$ cat src/rtl/burst_seq_pkg.sv
package burst_seq_pkg;

  // Strobes from control to datapath
  typedef struct packed {
    logic loadEn;   // capture a new start address, clear beat count
    logic stepEn;   // move to next beat
  } seqStrobe_t;

  localparam int BEAT_W = 2;  // four beats per burst

endpackage

$ cat src/rtl/burstSeqCtrl.sv
module burstSeqCtrl
  import burst_seq_pkg::*;
(
  input  logic       load,
  input  logic       advN,
  output seqStrobe_t strb
);

  // A load has priority; an advance only counts when no load is present
  always_comb begin
    strb.loadEn = load;
    strb.stepEn = !load && !advN;
  end

endmodule

$ cat src/rtl/burstSeqPath.sv
module burstSeqPath
  import burst_seq_pkg::*;
#(
  parameter int ADDR_W = 16
) (
  input  logic              clk,
  input  logic              rstN,
  input  seqStrobe_t        strb,
  input  logic [ADDR_W-1:0] loadAddr,
  input  logic              interleave,
  output logic [ADDR_W-1:0] burstAddr
);

  localparam int UP_W = ADDR_W - BEAT_W;

  logic [UP_W-1:0]   upperQ;
  logic [BEAT_W-1:0] startQ;
  logic [BEAT_W-1:0] beatQ;
  logic [BEAT_W-1:0] lowLinear;
  logic [BEAT_W-1:0] lowInter;
  logic [BEAT_W-1:0] lowOut;

  always_ff @(posedge clk or negedge rstN) begin
    if (!rstN) begin
      upperQ <= '0;
      startQ <= '0;
      beatQ  <= '0;
    end else if (strb.loadEn) begin
      upperQ <= loadAddr[ADDR_W-1:BEAT_W];
      startQ <= loadAddr[BEAT_W-1:0];
      beatQ  <= '0;
    end else if (strb.stepEn) begin
      beatQ  <= beatQ + 1'b1;   // natural wrap after the fourth beat
    end
  end

  // Both orders are always computed; the static mode picks one
  always_comb begin
    lowLinear = startQ + beatQ;
    lowInter  = startQ ^ beatQ;
    lowOut    = interleave ? lowInter : lowLinear;
    burstAddr = {upperQ, lowOut};
  end

  // fourth advance returns the count to the first beat
  a_r8_wrap_to_start: assert property (@(posedge clk) disable iff (!rstN)
    (beatQ == 2'd3 && strb.stepEn) |=> (beatQ == 2'd0));

  // a load clears the beat count even with a pending advance
  a_r7_load_clears: assert property (@(posedge clk) disable iff (!rstN)
    strb.loadEn |=> (beatQ == 2'd0));

endmodule

$ cat src/rtl/burstAddrSeq.sv
module burstAddrSeq
  import burst_seq_pkg::*;
#(
  parameter int ADDR_W = 16
) (
  input  logic              clk,
  input  logic              rstN,
  input  logic              load,
  input  logic [ADDR_W-1:0] loadAddr,
  input  logic              advN,
  input  logic              interleave,
  output logic [ADDR_W-1:0] burstAddr
);

  seqStrobe_t strb;

  burstSeqCtrl i_ctrl (
    .load (load),
    .advN (advN),
    .strb (strb)
  );

  burstSeqPath #(.ADDR_W(ADDR_W)) i_path (
    .clk        (clk),
    .rstN       (rstN),
    .strb       (strb),
    .loadAddr   (loadAddr),
    .interleave (interleave),
    .burstAddr  (burstAddr)
  );

  // loaded address appears after the load edge
  a_r2_load_visible: assert property (@(posedge clk) disable iff (!rstN)
    load |=> (burstAddr == $past(loadAddr)));

  // without load or advance the address holds (mode unchanged)
  a_r3_hold: assert property (@(posedge clk) disable iff (!rstN)
    (!load && advN) |=>
      ((interleave != $past(interleave)) || (burstAddr == $past(burstAddr))));

  // upper bits change only on a load
  a_r6_upper_steady: assert property (@(posedge clk) disable iff (!rstN)
    !load |=> (burstAddr[ADDR_W-1:BEAT_W] == $past(burstAddr[ADDR_W-1:BEAT_W])));

endmodule

$ cat config.mk
export PLATFORM = sky130hd
export DESIGN_NAME = burstAddrSeq
export DESIGN_NICKNAME = d
export VERILOG_FILES = /design/src/rtl/burst_seq_pkg.sv /design/src/rtl/burstSeqCtrl.sv /design/src/rtl/burstSeqPath.sv /design/src/rtl/burstAddrSeq.sv
export SDC_FILE = /design/constraint.sdc
export NUM_CORES = 1
export LEC_CHECK = 0
export ABC_AREA = 1
export BUFFER_PORTS_ARGS = -buffer_cell sky130_fd_sc_hd__buf_2
export CORE_ASPECT_RATIO = 1.25
export CORE_MARGIN = 3
export CORE_UTILIZATION = 44
export CTS_CLUSTER_DIAMETER = 200
export DETAILED_ROUTE_END_ITERATION = 12
export PLACE_DENSITY_LB_ADDON = 0.2
export SYNTH_ARGS = -nofsm -noshare
export SYNTH_HDL_FRONTEND = slang
export SYNTH_SLANG_ARGS = --single-unit
$ cat constraint.sdc
create_clock -name clk -period 1.4 [get_ports clk]
set_clock_uncertainty 0.2 [all_clocks]
set_input_delay 0.28 -clock clk [delete_from_list [all_inputs] [get_ports clk]]
set_output_delay 0.28 -clock clk [all_outputs]
set_load 0.005 [all_outputs]
Yosys cells after proc, flatten, opt, wreduce, memory -nomap -nowiden
Index checks and enable logic that the tools add are counted.
{ "totals": {"register_bits": 18, "in_bits": 21, "output_inout_bits": 16, "wordCells": 13} }
{ "op_classes": {"n_addsub": 2, "mux": 3, "bitwise": 1, "reduce_logical": 4} }
{ "op_table": {"columns": ["operator", "count"], "rows": [
  ["2-to-1 mux 2 bit", 3],
  ["adder 2 x 1 -> 2 bit (second input constant)", 1],
  ["adder 2 bit", 1],
  ["zero test 1 bit", 2],
  ["nonzero test 2 bit", 1],
  ["XOR 2 bit", 1],
  ["logical AND 1 bit", 1]
]} }

Logic depth before layout (Yosys ltp)
{ "depth": {"ltp_word": 4, "depth_mapped": 6, "depth_no_buf": 6} }

Cells and area by module
A second synthesis with hierarchy kept.
{ "hier_totals": {"hier_cells": 93, "area_unflattened_um2": 799.5} }
{ "modules_own_cells": {"columns": ["module", "instances", "cells_each", "area_per_inst_um2", "seq_area_each_um2"], "rows": [
  ["burstSeqPath", 1, 91, 788.3, 450.4],
  ["burstSeqCtrl", 1, 2, 11.3, 0.0]
]} }

Worst setup path after synthesis
OpenSTA, ideal clock, no wires.
{ "synth_path": {"path_kind": "register -> output", "from": "register i_path.beatQ[0]", "to": "output burstAddr[1]", "t_arrival_ps": 779, "required_time_ps": 920, "setup_slack_ps": 141, "path_stages_with_launch": 7, "n_path_buf": 0, "path_cell_list": "dfrtp_1 > ha_1 > inv_1 > nor2_1 > nand3_1 > nand2_1 > inv_1"} }
{ "synth_between": {"elab_chain_len": 2} }
{ "synth_rtl": {"columns": ["item", "line", "source"], "rows": [
  ["start: declaration", "burstSeqPath.sv:18", "logic [BEAT_W-1:0] beatQ;"],
  ["start signal: assignment", "burstSeqPath.sv:33", "beatQ <= beatQ + 1'b1;"],
  ["adder 2 bit", "burstSeqPath.sv:39", "lowLinear = startQ + beatQ;"],
  ["2-to-1 mux 2 bit", "burstSeqPath.sv:41", "lowOut = interleave ? lowInter : lowLinear;"],
  ["end: declaration", "burstAddrSeq.sv:12", "output logic [ADDR_W-1:0] burstAddr"]
]} }
Every way passes these cells.

Worst setup path in the final report
Ends and elaborated chain as after synthesis.

==> run_results.csv <==
group,metric,value,unit
floorplan,core,0.001622,sq mm
place,gp_congestion,0.7063,
cts,clock_latency,290,ps
global_route,grt_overflow_total,0,
finish,fillers,120,
global_route,grt_pass1_vias,719,
cts,cts_buffers,3,
synth,synth_top_area_share,57.05,%
setup_path,r2r-start,"i_path.beatQ[0]",
synth,ys_seq_area_share,57.05,%
cts,cts_tree,"done",
detailed_routing,routed_via_density,4.431,
sta,hold_viol,0,
sta,finalWorstSetupSlack,-314.5,ps
setup_path,crit_required,920,ps
detailed_routing,wl_met3,98,um
sta,setup_violations,2,
setup_path,criticalPathCategory,"reg2out",
cts,cts_sinks,18,
detailed_routing,first_pass_iters,4,
setup_path,rr_endpoint,"i_path.beatQ[1]",
synth,syn_inst,92,
worst_hold_path,whs_path_depth,3,
power,combPwrFrac,20.2,%
power,p_leak,0.6779,nW
detailed_routing,dr.first_iter.drc_count,11,
setup_path,critical_path.startpoint_type,"register",
cts,clock_path_buffers,2,
sta,period_needed,1714,ps
synth,synth_area_leader_cell,"dfrtp_1",
detailed_routing,wl_per_cell,10.86,um
finish,diodes,0,
detailed_routing,drc,0,
global_route,grt_max_degree,19,
synth,synth_most_common_cell,"nand2_1",
power,power.density,945.9,mW/mm^2
setup_path,end_kind,"output pin",
detailed_routing,drt-met1-wl,745,um
worst_hold_path,min_to,"i_path.upperQ[10]",
detailed_routing,detail-route-antenna-nets,0,
synth,synth-main-ff-cell,"dfrtp_1",
synth,ys_types,14,
detailed_routing,maxUsedRoutingLayer,"met4",
detailed_routing,wl_met2,954,um
cts,htree_levels,1,
run_status,status,"finished, violations left",
finish,stdcell_area,0.001205,sq mm
global_route,grt_usage,17.43,%
floorplan,die-height,53.36,um
power,p_int,0.0008501,W
cts,cts_root_buf,"clkbuf_4",
setup_path,cp_max_fo,2,
power,swShare,25.41,%
synth,synth_warnings,0,
setup_path,crit_arrival,1230,ps
power,seqPwrFrac,52.0,%
setup_path,reg2reg_slack,330,ps
synth,netlist_top_cells_area,"dfrtp_1 (57%), nand2_1 (24%), nand2_2 (3.2%)",
setup_path,worst-path-buf-inv,2,
floorplan,initial_core_util,48.69,%
floorplan,die_width,43.89,um
setup_path,critical_path.max_stage_delay,430,ps
synth,async_flop_share,100.0,%
setup_path,critical-path-top-cell-by-count,"nand2_1",
synth,synth_area_per_cell,8.582,sq um
finish,layout-drive-gt1-share,33.56,%
setup_path,reg2reg_depth,5,
synth,synth-edff-count,0,
power,vdd_drop_max,667.7,uV
sta,relSlewSlack,73.40,%
run_status,violations,"setup timing",
sta,rsz0062_at_grt,"yes",
sta,holdWs,106.6,ps
finish,layout.nets,172,
cts,clk_pin_slew,100,ps
synth,synth_nets,114,
synth,synthTopCellsByCount,"nand2_1 (50), dfrtp_1 (18), inv_1 (6)",
worst_hold_path,hold_start,"load",
detailed_routing,vias,740,
floorplan,dieArea,0.002342,sq mm
global_route,grt_pass1_wl,2.973,mm
global_route,grt_antenna_before_repair,0,
sta,slew_viol_final,0,
floorplan,num_rows,16,
sta,fmax,583.3,MHz
synth,syn-cell-area,789.5,sq um
setup_path,crit_chain,"ha_4 > nand2_1 > nand3_1 > nand2_1 > inv_1 > buf_2",
finish,area_growth,52.62,%
power,pwr-share-clk,27.8,%
synth,ys_seq_elements,18,
place,port_buffers,36,
floorplan,ios,37,
place,placed_cell_area,959.7,sq um
sta,period_share,122.5,%
flow_run,cap_violations,0,
setup_path,cp_slowest_cell,"dfrtp_1",
sta,worstMarginPinSlew,399.0,ps
place,post-dp-hpwl,1.148,mm
setup_path,crit_family,"flip-flops",
power,p_switching,0.0002896,W
detailed_routing,totalWireLength,1.813,mm
worst_hold_path,min-delay-path-class,"in2reg",
## through the flow
| step | utilization, % | cells | power (W) | TNS, ps | setup WS, ps |
|---|---|---|---|---|---|
| final | 74.31 | 167 | 0.001140 | -467.4 | -314.5 |
| after CTS | 72.69 | 166 | 0.001138 | -532.9 | -327.2 |
| after detailed placement | 59.18 | 144 | 0.0007785 | -6.243 | -6.243 |
| after global routing | 74.31 | 167 | 0.001205 | -560.0 | -374.3 |
| after floorplan | - | 92 | 0.0006902 | 0 | 141.3 |
| after global placement | 59.18 | 144 | 0.0007708 | 0 | 32.16 |
## placed cells by master, fill, tap and decap left out, types with 2 or more instances in the layout
cell type and n:
nand2_1 50, buf_2 35, dlygate4sd3_1 18, dfrtp_1 18, inv_1 5, nand2_2 4, nor2_1 3, clkbuf_4 3
nand3_1 2, buf_4 2
## flip-flops by register name, indices dropped and copies added, names as in the netlist
register       count
i_path.upperQ     14
i_path.beatQ       2
i_path.startQ      2
## routing by layer
metal,vias to the layer above,track usage [%]
li1,389,-
met2,22,30.83
met4,0,9.045
met1,327,19.96
met3,2,2.381
met5,-,0
## worst reg2reg max path, stage by stage, from the launching register on
cell and delay [ps]:
dfrtp_1 410, inv_1 90, nor2_1 130, nand2_1 60, nand2_1 50, nor2_1 30
## worst max-delay path by stage
stage | slack, ps | depth (start not counted) | to | startpoint
floorplan | 140 | 6 | burstAddr[1] | i_path.beatQ[0]
global placement | 30 | 6 | burstAddr[1] | i_path.beatQ[0]
detailed placement | -6 | 6 | burstAddr[1] | i_path.beatQ[0]
CTS | -330 | 7 | burstAddr[1] | i_path.startQ[0]
global route | -370 | 6 | burstAddr[1] | i_path.beatQ[0]
finish | -310 | 6 | burstAddr[1] | i_path.beatQ[0]
## power by group through the flow
stage | sequential, W | clock (W) | combinational, W
2_1_floorplan | 0.000603 | 0 | 0.0000869
3_5_place_dp | 0.000600 | 0 | 0.000178
5_1_grt | 0.000598 | 0.000347 | 0.000260
4_1_cts | 0.000590 | 0.000331 | 0.000217
6_report | 0.000592 | 0.000317 | 0.000230
3_3_place_gp | 0.000598 | 0 | 0.000173
## cell families after synthesis
group | after synthesis | synth area share [%]
AND/OR/NAND/NOR | 60 | 30.11
buffers and inverters | 10 | 9.349
adder cells (fa/ha/maj) | 1 | 1.585
flip-flops | 18 | 57.05
AO/OA/AOI/OAI | 3 | 1.900
## what timing repair did
item	4_1_cts	5_1_grt
setup buffers	0	1
setup endpoints to repair	2	2
endpoints found under the hold margin	35	0
resized for setup	1	4
gates cloned	0	0
hold buffers	18	0
## area by class of cell
type	instances	area, sq um	area share (%)
Tap cell	18	22.52	1.869
Clock buffer	4	36.28	3.011
Inverter	7	33.78	2.804
Sequential cell	18	450.4	37.38
Timing Repair Buffer	56	381.6	31.67
Multi-Input combinational cell	64	280.3	23.26
Power figures use the tool's default switching activity.
